File: src/rtl/rtry_pkg.sv
package rtry_pkg;

    // Sequencer states for one bus cycle in flight.
    typedef enum logic [1:0] {
        ST_IDLE  = 2'd0,
        ST_ISSUE = 2'd1,
        ST_GAP   = 2'd2
    } seq_st_e;

    // Outcome of a bus completion, decided in the completion cycle.
    typedef enum logic [1:0] {
        VD_NONE  = 2'd0,
        VD_OK    = 2'd1,
        VD_RETRY = 2'd2,
        VD_ESCAL = 2'd3
    } verdict_e;

    // Classify a completion: only an outstanding cycle can be judged.
    function automatic verdict_e judge(input logic live, input logic done,
                                       input logic err, input logic has_budget);
        if (!live || !done)  return VD_NONE;
        if (!err)            return VD_OK;
        if (has_budget)      return VD_RETRY;
        return VD_ESCAL;
    endfunction

endpackage

File: src/rtl/rtry_budget.sv
module rtry_budget #(
    parameter int CW = 8
) (
    input  logic          clk,
    input  logic          rst,
    input  logic          wr_en,
    input  logic [CW-1:0] wr_data,
    input  logic          dec,
    output logic [CW-1:0] cnt,
    output logic          nz
);

    logic [CW-1:0] cnt_q;

    // Host write wins over a retry decrement in the same cycle.
    always_ff @(posedge clk) begin
        if (rst)        cnt_q <= '0;
        else if (wr_en) cnt_q <= wr_data;
        else if (dec)   cnt_q <= cnt_q - CW'(1);
    end

    assign cnt = cnt_q;
    assign nz  = |cnt_q;


    dec_nz_chk: assert property (@(posedge clk) disable iff (rst)
        dec |-> (cnt_q != '0));


    dec_step_chk: assert property (@(posedge clk) disable iff (rst)
        (dec && !wr_en) |=> (cnt_q == $past(cnt_q) - CW'(1)));


    wr_prio_chk: assert property (@(posedge clk) disable iff (rst)
        wr_en |=> (cnt_q == $past(wr_data)));


    hold_chk: assert property (@(posedge clk) disable iff (rst)
        (!wr_en && !dec) |=> $stable(cnt_q));

endmodule

File: src/rtl/rtry_seq.sv
module rtry_seq
    import rtry_pkg::*;
#(
    parameter int AW   = 32,
    parameter int SW   = 2,
    parameter int NBUF = 2,
    parameter int BW   = 1
) (
    input  logic            clk,
    input  logic            rst,
    input  logic            req_valid,
    input  logic [AW-1:0]   req_addr,
    input  logic [SW-1:0]   req_size,
    input  logic            req_dir,
    input  logic [BW-1:0]   req_buf,
    output logic            req_ready,
    input  logic [NBUF-1:0] susp,
    input  logic            has_budget,
    input  logic            bus_done,
    input  logic            bus_err,
    output logic            bus_req,
    output logic [AW-1:0]   bus_addr,
    output logic [SW-1:0]   bus_size,
    output logic            bus_dir,
    output logic            retry_stb,
    output verdict_e        verdict,
    output logic [BW-1:0]   cur_buf
);

    typedef struct packed {
        logic [AW-1:0] addr;
        logic [SW-1:0] size;
        logic          dir;
        logic [BW-1:0] bsel;
    } cyc_t;

    seq_st_e  st_q;
    cyc_t     hold_q;
    logic     rs_q;
    verdict_e vd;

    assign vd        = judge(st_q == ST_ISSUE, bus_done, bus_err, has_budget);
    assign req_ready = (st_q == ST_IDLE) && !susp[req_buf];

    always_ff @(posedge clk) begin
        if (rst) begin
            st_q   <= ST_IDLE;
            hold_q <= '0;
            rs_q   <= 1'b0;
        end else begin
            rs_q <= (st_q == ST_GAP);
            unique case (st_q)
                ST_IDLE: begin
                    if (req_valid && req_ready) begin
                        hold_q <= '{addr: req_addr, size: req_size,
                                    dir: req_dir, bsel: req_buf};
                        st_q   <= ST_ISSUE;
                    end
                end
                ST_ISSUE: begin
                    unique case (vd)
                        VD_OK, VD_ESCAL: st_q <= ST_IDLE;
                        VD_RETRY:        st_q <= ST_GAP;
                        default:         st_q <= ST_ISSUE;
                    endcase
                end
                ST_GAP:  st_q <= ST_ISSUE;
                default: st_q <= ST_IDLE;
            endcase
        end
    end

    assign bus_req   = (st_q == ST_ISSUE);
    assign bus_addr  = hold_q.addr;
    assign bus_size  = hold_q.size;
    assign bus_dir   = hold_q.dir;
    assign retry_stb = rs_q;
    assign verdict   = vd;
    assign cur_buf   = hold_q.bsel;


    gap_len_chk: assert property (@(posedge clk) disable iff (rst)
        (vd == VD_RETRY) |=> (!bus_req ##1 bus_req));


    retry_same_chk: assert property (@(posedge clk) disable iff (rst)
        retry_stb |-> (bus_req && bus_addr == $past(bus_addr, 2)
                       && bus_size == $past(bus_size, 2)
                       && bus_dir == $past(bus_dir, 2)));


    hold_stable_chk: assert property (@(posedge clk) disable iff (rst)
        (bus_req && !bus_done) |=> (bus_req && $stable(bus_addr) && $stable(bus_size)));


    susp_block_chk: assert property (@(posedge clk) disable iff (rst)
        (req_valid && susp[req_buf]) |=> !(bus_req && !$past(bus_req)));

endmodule

File: src/rtl/rtry_escal.sv
module rtry_escal #(
    parameter int NBUF = 2,
    parameter int BW   = 1
) (
    input  logic            clk,
    input  logic            rst,
    input  logic            esc,
    input  logic [BW-1:0]   esc_buf,
    input  logic            ack,
    output logic            irq,
    output logic [NBUF-1:0] susp
);

    logic            irq_q;
    logic [NBUF-1:0] susp_q;

    // A new escalation sets its flag even when it meets an acknowledge.
    always_ff @(posedge clk) begin
        if (rst) irq_q <= 1'b0;
        else     irq_q <= esc | (irq_q & ~ack);
    end

    for (genvar i = 0; i < NBUF; i++) begin : g_flag
        always_ff @(posedge clk) begin
            if (rst) susp_q[i] <= 1'b0;
            else     susp_q[i] <= (esc && esc_buf == BW'(i)) | (susp_q[i] & ~ack);
        end
    end

    assign irq  = irq_q;
    assign susp = susp_q;


    esc_set_chk: assert property (@(posedge clk) disable iff (rst)
        esc |=> (irq_q && susp_q[$past(esc_buf)]));


    ack_clr_chk: assert property (@(posedge clk) disable iff (rst)
        (ack && !esc) |=> (!irq_q && susp_q == '0));


    irq_susp_chk: assert property (@(posedge clk) disable iff (rst)
        irq_q == (susp_q != '0));

endmodule

File: src/rtl/rtry_ctrl.sv
module rtry_ctrl
    import rtry_pkg::*;
#(
    parameter int  AW   = 32,
    parameter int  SW   = 2,
    parameter int  CW   = 8,
    parameter int  NBUF = 2,
    localparam int BW   = (NBUF > 1) ? $clog2(NBUF) : 1
) (
    input  logic            clk,
    input  logic            rst,
    input  logic            cfg_wr,
    input  logic [CW-1:0]   cfg_wdata,
    output logic [CW-1:0]   cfg_rdata,
    input  logic            req_valid,
    output logic            req_ready,
    input  logic [AW-1:0]   req_addr,
    input  logic [SW-1:0]   req_size,
    input  logic            req_dir,
    input  logic [BW-1:0]   req_buf,
    output logic            bus_req,
    output logic [AW-1:0]   bus_addr,
    output logic [SW-1:0]   bus_size,
    output logic            bus_dir,
    input  logic            bus_done,
    input  logic            bus_err,
    output logic            retry_stb,
    output logic            xfer_ok,
    output logic            xfer_fail,
    output logic            irq,
    input  logic            irq_ack,
    output logic [NBUF-1:0] susp
);

    verdict_e        vd;
    logic            has_budget;
    logic [BW-1:0]   cur_buf;
    logic [NBUF-1:0] susp_w;

    rtry_budget #(.CW(CW)) u_budget (
        .clk     (clk),
        .rst     (rst),
        .wr_en   (cfg_wr),
        .wr_data (cfg_wdata),
        .dec     (vd == VD_RETRY),
        .cnt     (cfg_rdata),
        .nz      (has_budget)
    );

    rtry_seq #(.AW(AW), .SW(SW), .NBUF(NBUF), .BW(BW)) u_seq (
        .clk        (clk),
        .rst        (rst),
        .req_valid  (req_valid),
        .req_addr   (req_addr),
        .req_size   (req_size),
        .req_dir    (req_dir),
        .req_buf    (req_buf),
        .req_ready  (req_ready),
        .susp       (susp_w),
        .has_budget (has_budget),
        .bus_done   (bus_done),
        .bus_err    (bus_err),
        .bus_req    (bus_req),
        .bus_addr   (bus_addr),
        .bus_size   (bus_size),
        .bus_dir    (bus_dir),
        .retry_stb  (retry_stb),
        .verdict    (vd),
        .cur_buf    (cur_buf)
    );

    rtry_escal #(.NBUF(NBUF), .BW(BW)) u_escal (
        .clk     (clk),
        .rst     (rst),
        .esc     (vd == VD_ESCAL),
        .esc_buf (cur_buf),
        .ack     (irq_ack),
        .irq     (irq),
        .susp    (susp_w)
    );

    assign susp      = susp_w;
    assign xfer_ok   = (vd == VD_OK);
    assign xfer_fail = (vd == VD_ESCAL);


    idle_quiet_chk: assert property (@(posedge clk) disable iff (rst)
        !bus_req |-> (!xfer_ok && !xfer_fail));


    reset_chk: assert property (@(posedge clk)
        $past(rst) |-> (cfg_rdata == '0 && !irq && susp == '0 && !bus_req && !retry_stb));

endmodule

File: config.mk
export PLATFORM = sky130hd
export DESIGN_NAME = rtry_ctrl
export DESIGN_NICKNAME = d
export VERILOG_FILES = /design/src/rtl/rtry_pkg.sv /design/src/rtl/rtry_budget.sv /design/src/rtl/rtry_seq.sv /design/src/rtl/rtry_escal.sv /design/src/rtl/rtry_ctrl.sv
export SDC_FILE = /design/constraint.sdc
export NUM_CORES = 1
export LEC_CHECK = 0
export ABC_AREA = 1
export ABC_CLOCK_PERIOD_IN_PS = 1700
export CAP_MARGIN = 5
export CORE_MARGIN = 2
export CORE_UTILIZATION = 59
export CTS_BUF_LIST = sky130_fd_sc_hd__clkbuf_4
export CTS_CLUSTER_DIAMETER = 200
export CTS_CLUSTER_SIZE = 30
export DETAILED_ROUTE_END_ITERATION = 12
export DONT_BUFFER_PORTS = 1
export GPL_ROUTABILITY_DRIVEN = 0
export GPL_TIMING_DRIVEN = 0
export PLACE_DENSITY = 0.89
export SLEW_MARGIN = 25
export SYNTH_ARGS = -nofsm -noshare
export SYNTH_HDL_FRONTEND = slang
export SYNTH_HIERARCHICAL = 1
export SYNTH_SLANG_ARGS = --single-unit
File: constraint.sdc
create_clock -name clk -period 1.7 [get_ports clk]
set_input_delay 0.255 -clock clk [delete_from_list [all_inputs] [get_ports clk]]
set_output_delay 0.255 -clock clk [all_outputs]
set_load 0.1 [all_outputs]
==> flow_metrics.tcl, run 1 <==
set metrics [dict create \
    status "finished with violations" \
    violations "negative setup slack" \
    fmax_mhz 410 \
    cts_root_buf "clkbuf_4" \
    path_buf_inv 2 \
    cp_top_family "simple AND/OR/NAND/NOR gates" \
    fin_nets 422 \
    synthAdderAreaFrac_pct 1.09 \
    postSynthAreaPerCell_um2 6.56 \
    wirelength_mm 5.48 \
    synth_cells 350 \
    drv_slew 0 \
    min_path_type "in2reg" \
    critPathLaunch "u_seq/st_q[0]$_SDFFE_PP0P_" \
    vias_per_cell 4.98 \
    worstSetupEndpointType "output port" \
    synth_top_area_cell "dfxtp_1" \
    slew_headroom_pct 34.1 \
    initial_core_util_pct 62.2 \
    hold_viol 0 \
    synth_compound_area_share_pct 5.12 \
    r2r_start "u_budget/cnt[0]$_SDFFE_PP0P_" \
    rsz0062_at_grt "true" \
    clock-sinks 50 \
    holdPathStages 2 \
    synth.area.mux_share_pct 0 \
    numCtsBuffers 5 \
    grt_use_met1_pct 26.8 \
    grt_pass1_wl_mm 7.54 \
    crit_arrival_ps 2180 \
    stdcell_count 418 \
    core_area_um2 3690 \
    drtIter0Drc 86 \
    detail-route-antenna-nets 0 \
    finalClockSkew_ps 5.55 \
    worstPathRequired_ps 1440 \
    die_h_um 66.4 \
    grt_use_met3_pct 8.01 \
    clkTransAtPathRegs_ps 130 \
    fill_cells 298 \
    dp_cells 398 \
    post-route-min-period_ps 2440 \
    grt_pass1_vias 1758 \
    io_pins 102 \
    synth_top_area_share_pct 43.6 \
    grt_overflow_total 0 \
    fin_ws_ps -739 \
    routedWlPerCell_um 13.1 \
    hpwl_mm 3.60 \
    synth_top_family_by_area "simple AND/OR/NAND/NOR gates" \
    path_max_fanout 4 \
    syn_nets 403 \
    r2r_slack_ps -500 \
    peakVddDrop_uv 600 \
    yosys-top-cells-area "dfxtp_1 (44%), nand2_1 (16%), nor2_1 (14%), inv_1 (9.3%), buf_6 (2.0%)" \
    tns_ps -6140 \
    hp-start "req_addr[18]" \
    drc 0 \
    cpPeakStageDelay_ps 530 \
    worstSetupStartpointType "flop" \
    synth-seq-area-share_pct 43.6 \
    ff2ff_path_depth 8 \
    grt_start_max_net_pins 15 \
    placementRows 22 \
    ys_warn_count 6 \
    fin_crit_sh_pct 143 \
    dieArea_um2 4410 \
    antenna_found_initial 0 \
    clockBufferDepth 2 \
    synth_xor_area_share_pct 0.381 \
    port_buffers 0 \
    insertedDiodeCount 0 \
    yosys.area_share.simple_pct 36.1 \
    tightest_slew_ps 987 \
    whs_endpoint "u_seq/bus_addr[18]$_SDFFE_PP0P_" \
    rr_endpoint "u_escal/susp[0]$_SDFF_PP0_" \
    layout-drive-gt1-share_pct 19.7 \
    placed_area_um2 2410 \
    die_w_um 66.4 \
    cts_tree "done" \
    setup_viol_count_final 13 \
    dr.pass1.iters 4 \
    leakage_nw 1.33 \
    finalInstanceArea_um2 2680 \
    grt_util_met2_pct 36.3 \
    htreeDepth 2 \
    crit_path_top_delay_cell "nor2_4" \
    num_vias 2082 \
    top_usage_layer "met2" \
    insertion_delay_ps 360 \
    drv_cap 0 \
    synth_cell_type_count 28 \
    powerDensity_nw_per_um2 1140 \
    crit_path_cell_trace "inv_4, nor2_4, nand2_4, a21oi_4, nand2_1, clkinvlp_4" \
    syn-cell-area_um2 2300 \
    crit_type "reg2out" \
    grt_use_total_pct 22.2 \
    ys_ff_latch 50 \
    syn_to_final_growth_pct 16.9 \
]
[through the flow]
stage	power (W)	worst slack, ps	hold slack (ps)	util, %
4_1_cts	0.00303	-697	16.2	69.1
2_1_floorplan	0.00242	-369	310	-
3_3_place_gp	0.00248	-436	312	65.3
5_1_grt	0.00320	-817	3.02	72.8
3_5_place_dp	0.00250	-478	321	65.3
6_report	0.00305	-739	22.4	72.8
[cell families (layout without fill, tap and decap cells)]
family,Yosys count,count (layout)
DFF,50,50
and+or+nand+nor,202,202
buffers and inverters,74,94
xor gates and xnor gates,1,1
adders and majority gates,2,2
AOI/OAI and AO/OA,21,21
[registers in the layout (all words and copies together), names as in the netlist]
register and flops:
u_seq/cur_buf 1, u_budget/cnt 8, u_seq/st_q 2, u_seq/bus_size 2
u_seq/bus_addr 32, u_escal/irq 1, u_escal/susp 2, u_seq/bus_dir 1
u_seq/retry_stb 1
[cells in the final DEF (no fill, tap or decap), drive strengths merged]
master	count
nand2	100
nor2	87
inv	61
dfxtp	50
buf	17
clkbuf	9
nand3	9
o21ai	9
a21oi	8
dlygate4sd3	3
nor3	3
clkinv	3
a22oi	3
ha	2
nand4	2
clkinvlp	1
xor2	1
a31oi	1
and3	1
[synthesized netlist by cell type, drive strengths merged]
cell	count
buf	8
clkinv	1
a22oi	3
nand4	2
dfxtp	50
clkbuf	3
ha	2
and3	1
inv	62
a31oi	1
nand2	100
xor2	1
nor3	3
nand3	9
a21oi	8
o21ai	9
nor2	87
[worst register-to-register path: cells and delay by family (launching register included)]
kind,cells,cell delay (ps)
buffers and inverters,2,600
DFF,1,580
and+or+nand+nor,3,500
adders and majority gates,1,220
AOI/OAI and AO/OA,2,180
[metal layers]
metal  share of wire (%)  routed length, um
met5                   0                  0
met4                 1.9                104
met3                 9.3                511
met2                  48               2660
met1                  40               2210
[worst max path at each step]
stage | end | slack [ps] | depth (start not counted)
after floorplan | xfer_ok | -370 | 6
after global placement | u_budget/cnt[3]$_SDFFE_PP0P_ | -440 | 10
after detailed placement | u_budget/cnt[3]$_SDFFE_PP0P_ | -480 | 10
after CTS | xfer_fail | -700 | 6
after global routing | xfer_fail | -820 | 6
final | xfer_fail | -740 | 6
[power by group]
group          leakage, nW  total (W)  switching [W]  internal [W]
registers            0.421    0.00201       0.000745       0.00126
clock network       0.0331   0.000521       0.000349      0.000172
logic                0.875   0.000523       0.000336      0.000187
total                 1.33    0.00305        0.00143       0.00162
[cell type report]
cell class | instances | area [um^2] | share of cell area [%]
Buffer | 11 | 78.8 | 2.94
Clock buffer | 6 | 45.0 | 1.68
Clock inverter | 2 | 8.76 | 0.326
Inverter | 63 | 248 | 9.23
Multi-Input combinational cell | 226 | 1080 | 40.3
Sequential cell | 50 | 1040 | 38.9
Tap cell | 48 | 60.1 | 2.24
Timing Repair Buffer | 12 | 118 | 4.38
[repair_timing]
action                     4_1_cts  5_1_grt
hold buffers                     2        1
pin swaps                        4        7
gates resized for setup         15       20
buffers inserted                 3        6
setup endpoints to repair       14       14
hold endpoints to repair        10        1
(Power assumes the default switching activity.)
==> inputs of run 2 (changes only) <==
Settings changed: ABC_CLOCK_PERIOD_IN_PS 1700 to unset, GPL_TIMING_DRIVEN 0 to unset, RECOVER_POWER set to 50.
==> flow_metrics.tcl, run 2 (synthesized netlist as in run 1, its figures left out) <==
set metrics [dict create \
    slew_headroom_pct 33.8 \
    worstSetupStartpointType "flop" \
    vias_per_cell 5.32 \
    die_w_um 66.4 \
    detail-route-antenna-nets 0 \
    total_power_w 0.00342 \
    grt_start_max_net_pins 50 \
    grt_overflow_total 0 \
    die_h_um 66.4 \
    violations "negative setup slack" \
    clkTransAtPathRegs_ps 150 \
    dieArea_um2 4410 \
    crit_type "reg2out" \
    initial_core_util_pct 62.2 \
    numCtsBuffers 5 \
    holdPathStages 2 \
    wirelength_mm 7.53 \
    cts_tree "done" \
    rr_endpoint "u_budget/cnt[5]$_SDFFE_PP0P_" \
    grt_pass1_wl_mm 10.1 \
    final_cell_mix "nand2_1 (91), nor2_1 (78), inv_1 (50)" \
    worstSetupEndpointType "output port" \
    syn_to_final_growth_pct 32.6 \
    r2r_slack_ps -200 \
    drv_cap 0 \
    drc 0 \
    r2r_start "u_budget/cnt[0]$_SDFFE_PP0P_" \
    tns_ps -2280 \
    worstPathRequired_ps 1440 \
    min_path_type "in2reg" \
    finalClockSkew_ps 15.1 \
    pre_cts_slack_ps 26.4 \
    core_area_um2 3690 \
    placementRows 22 \
    rsz0062_at_grt "true" \
    powerDensity_nw_per_um2 1120 \
    routedWlPerCell_um 16.2 \
    antenna_found_initial 0 \
    drtIter0Drc 232 \
    cts_root_buf "clkbuf_4" \
    insertedDiodeCount 0 \
    io_pins 102 \
    grt_pass1_vias 2305 \
    num_vias 2478 \
    mostFrequentLayoutCell "nand2_1" \
    fmax_mhz 477 \
    placed_area_um2 2770 \
    hp-start "req_addr[5]" \
    htreeDepth 2 \
    peakVddDrop_uv 668 \
    dr.pass1.iters 5 \
    post-route-min-period_ps 2100 \
    hold_viol 0 \
    largest_reg_flops 32 \
    status "finished with violations" \
    clock-sinks 50 \
    tightest_slew_ps 987 \
    clockBufferDepth 2 \
    insertion_delay_ps 370 \
    path_max_fanout 3 \
    whs_endpoint "u_seq/bus_addr[5]$_SDFFE_PP0P_" \
    port_buffers 0 \
    grt_use_total_pct 30.4 \
    layout-drive-gt1-share_pct 32.5 \
    hpwl_mm 3.99 \
    leakage_nw 1.58 \
    fin_ws_ps -395 \
    fin_nets 470 \
    setup_viol_count_final 14 \
    ff2ff_path_depth 10 \
    drv_slew 0 \
    crit_arrival_ps 1840 \
    fin_crit_sh_pct 123 \
    finalInstanceArea_um2 3040 \
]
[run 2: cell count changes in the layout (fill, tap and decap cells not counted), sizes merged]
| cell | delta |
|---|---|
| inv | +1 |
| buf | +29 |
| clkinv | -2 |
| dlygate4sd3 | -1 |
| bufinv | +1 |
| clkbuf | +20 |
[run 2: routing by layer]
metal	vias to the layer above	global-route usage [%]	part of all wire (%)
met5	-	0	0
met4	0	16.6	4.5
met3	43	7.16	11
met2	196	53.6	48
met1	1082	33.2	36
li1	1157	-	-
[run 2: critical path, cell delays in order (launching register included)]
cell and delay (ps):
dfxtp_4 380, nor2_4 120, nand2_2 70, inv_2 50, nand4_1 150, a21oi_2 270
nand2_2 120, clkinvlp_4 120, buf_12 180
[run 2: worst max path at each step]
| stage | from | end | slack, ps | cells after the start |
|---|---|---|---|---|
| floorplan | u_seq/st_q[0]$_SDFFE_PP0P_ | xfer_ok | -370 | 6 |
| global placement | u_budget/cnt[4]$_SDFFE_PP0P_ | xfer_ok | 120 | 8 |
| detailed placement | u_budget/cnt[1]$_SDFFE_PP0P_ | u_budget/cnt[3]$_SDFFE_PP0P_ | 30 | 9 |
| CTS | u_budget/cnt[3]$_SDFFE_PP0P_ | xfer_fail | -270 | 8 |
| global route | u_budget/cnt[4]$_SDFFE_PP0P_ | xfer_fail | -410 | 8 |
| finish | u_budget/cnt[4]$_SDFFE_PP0P_ | xfer_fail | -400 | 8 |
[run 2: through the flow]
step	util, %	hold slack [ps]	std cells
2_1_floorplan	-	310	350
3_3_place_gp	75.2	312	441
3_5_place_dp	75.2	312	441
4_1_cts	80.7	7.30	462
5_1_grt	82.5	3.55	466
6_report	82.5	18.6	466
[run 2: what timing repair did]
action	CTS	global route
hold buffers	2	0
hold endpoints to repair	10	0
pin swaps	6	15
resized for setup	9	30
setup endpoints to repair	3	15
setup buffers	11	8
[run 2: layout make-up]
type / instances / area [um^2]
Timing Repair Buffer: 71 / 515
Tap cell: 48 / 60.1
Sequential cell: 50 / 1020
Multi-Input combinational cell: 226 / 1110
Clock buffer: 6 / 45.0
Clock inverter: 2 / 36.3
Fill cell: 235 / 644
Inverter: 63 / 250
[run 2: power by group]
part	leakage [nW]	total, W	switching, W	internal [W]
Sequential	0.418	0.00133	0.0000575	0.00127
Clock	0.0462	0.000700	0.000372	0.000328
Combinational	1.11	0.00139	0.00110	0.000288
==> inputs of run 3 (changes only) <==
Settings changed: CTS_CLUSTER_SIZE 30 to 12, PLACE_DENSITY 0.89 to unset, PLACE_DENSITY_LB_ADDON set to 0.15, SYNTH_HIERARCHICAL 1 to unset.
==> flow_metrics.tcl, run 3 <==
set metrics [dict create \
    syn_nets 351 \
    fmax_mhz 601 \
    num_vias 2167 \
    clock-sinks 50 \
    grt_pass1_vias 2087 \
    insertion_delay_ps 360 \
    internal-power_w 0.00178 \
    total_power_w 0.00329 \
    cp_top_family "flip-flops" \
    worstSetupStartpointType "flop" \
    dr.pass1.iters 4 \
    wirelength_mm 5.77 \
    drtIter0Drc 224 \
    yosys-top-cells-area "dfxtp_1 (45%), nor2_1 (9.2%), a21oi_1 (8.7%), o21ai_0 (6.0%), nand2_1 (5.9%)" \
    htreeDepth 2 \
    peakVddDrop_uv 1030 \
    synth.most_common_cell "nor2_1" \
    status "finished clean" \
    cts_tree "done" \
    crit_path_cell_trace "inv_4, ha_4, nand2_2, inv_2, nand2_4, nor2_4, buf_12" \
    syn_to_final_growth_pct 28.1 \
    grt_overflow_total 0 \
    crit_path_top_delay_cell "dfxtp_4" \
    synth_common_cells "nor2_1 (55), dfxtp_1 (50), a21oi_1 (39)" \
    insertedDiodeCount 0 \
    dieArea_um2 4310 \
    routedWlPerCell_um 14.4 \
    layout-drive-gt1-share_pct 31.2 \
    mostFrequentLayoutCell "buf_4" \
    vias_per_cell 5.40 \
    setup_viol_count_final 0 \
    powerDensity_nw_per_um2 1140 \
    hpwl_mm 3.84 \
    rsz0062_at_grt "true" \
    placed_area_um2 2660 \
    async_reset_ff_share_pct 0 \
    largest_reg_flops 32 \
    core_area_um2 3660 \
    dp_cells 383 \
    finalInstanceArea_um2 2880 \
    path_buf_inv 3 \
    post-route-min-period_ps 1660 \
    hold_viol 0 \
    seqPwrFrac_pct 40.3 \
    slew_headroom_pct 71.6 \
    switching_share_pct 45.9 \
    synth_cells 298 \
    finalClockSkew_ps 5.88 \
    tightest_slew_ps 425 \
    worstSetupEndpointType "output port" \
    fin_nets 405 \
    fin_util_pct 78.6 \
    ys_warn_count 0 \
    synth-seq-area-share_pct 44.6 \
    final_cell_mix "buf_4 (60), nor2_1 (53), a21oi_1 (39), dfxtp_1 (39), nand2_1 (34)" \
    initial_core_util_pct 61.3 \
    cpPeakStageDelay_ps 380 \
    fin_crit_sh_pct 97.9 \
    die_h_um 65.7 \
    p_comb_share_pct 43.8 \
    ys_ff_latch 50 \
    dominantRegCellSynth "dfxtp_1" \
    leakage_nw 1.30 \
    clock_power_share_pct 15.9 \
    grt_use_total_pct 26.3 \
    io_pins 102 \
    clkTransAtPathRegs_ps 140 \
    stdcell_count 401 \
    drc 0 \
    synth_top_area_cell "dfxtp_1" \
    worstPathRequired_ps 1440 \
    port_buffers 0 \
    postSynthAreaPerCell_um2 7.53 \
    detail-route-antenna-nets 0 \
    placementRows 22 \
    path_max_fanout 2 \
    drv_cap 0 \
    p_switching_w 0.00151 \
    synth_top_area_share_pct 44.6 \
    numCtsBuffers 5 \
    cts_root_buf "clkbuf_4" \
    syn-cell-area_um2 2240 \
    drv_slew 0 \
    synth_cell_type_count 31 \
    synth_edf_count 0 \
    grt_pass1_wl_mm 8.85 \
    crit_arrival_ps 1410 \
    min_path_type "in2reg" \
    antenna_found_initial 0 \
    clockBufferDepth 2 \
    crit_type "reg2out" \
    grt_start_max_net_pins 37 \
    die_w_um 65.7 \
]
==> run 3: changes by cell type after synthesis, sizes merged, moves of 8 or more <==
cell,previous run,this run
nand2,100,39
inv,62,19
a21oi,8,41
nand3,9,17
o21ai,9,39
nor2,87,60
==> run 3: final cells by class <==
cell class	instances	area, um^2
clock buffer	5	37.5
clock inverter	3	15.0
fill	263	785
inverter	21	87.6
multi-input combinational	208	1080
sequential	50	1020
tap	48	60.1
timing repair buffer	66	576
==> run 3: per-layer routing <==
metal / GRT usage, % / share of wire, % / wire length, um
met1: 30.3 / 41 / 2360
met2: 46.2 / 50 / 2910
met3: 6.85 / 7.3 / 424
met4: 10.2 / 1.4 / 80
met5: 0 / 0 / 0
==> run 3: power groups by stage <==
stage | Combinational (W) | Sequential [W] | Clock (W)
2_1_floorplan | 0.000433 | 0.00205 | 0
3_3_place_gp | 0.00133 | 0.00134 | 0
3_5_place_dp | 0.00135 | 0.00135 | 0
4_1_cts | 0.00136 | 0.00132 | 0.000529
5_1_grt | 0.00151 | 0.00134 | 0.000583
6_report | 0.00144 | 0.00133 | 0.000525
==> run 3: repair_timing <==
item | in CTS | in global routing
endpoints found under the setup margin | 1 | 2
setup buffers | 3 | 3
gates resized for setup | 3 | 10
cloned | 0 | 3
hold endpoints to repair | 10 | 0
pin swaps | 2 | 3
hold buffers | 1 | 0
==> run 3: worst paths after layout <==
path / end / cells past startpoint / slack, ps / start
worst max register to register: u_budget.cnt[7]$_SDFFE_PP0P_ / 9 / 210 / u_budget.cnt[1]$_SDFFE_PP0P_
worst min-delay path: u_seq.bus_addr[18]$_SDFFE_PP0P_ / 2 / 40 / req_valid
worst min register to register: u_seq.bus_addr[22]$_SDFFE_PP0P_ / 2 / 480 / u_seq.bus_addr[22]$_SDFFE_PP0P_
worst max-delay path: xfer_fail / 7 / 40 / u_budget.cnt[0]$_SDFFE_PP0P_
==> run 3: kinds of logic after synthesis <==
family	after synthesis	synth area share, %
compound gates	82	18.8
xor+xnor	1	0.390
fa+ha+maj	2	1.11
buf+inv	40	9.14
flops	50	44.6
simple gates	123	25.9
==> run 3: metrics by stage <==
stage          setup WS [ps]  hold slack, ps  setup TNS [ps]
2_1_floorplan           -244             415            -870
3_3_place_gp             324             313               0
3_5_place_dp             256             314               0
4_1_cts                 18.7            33.8               0
5_1_grt                -49.1            21.0           -49.1
6_report                35.7            35.6               0
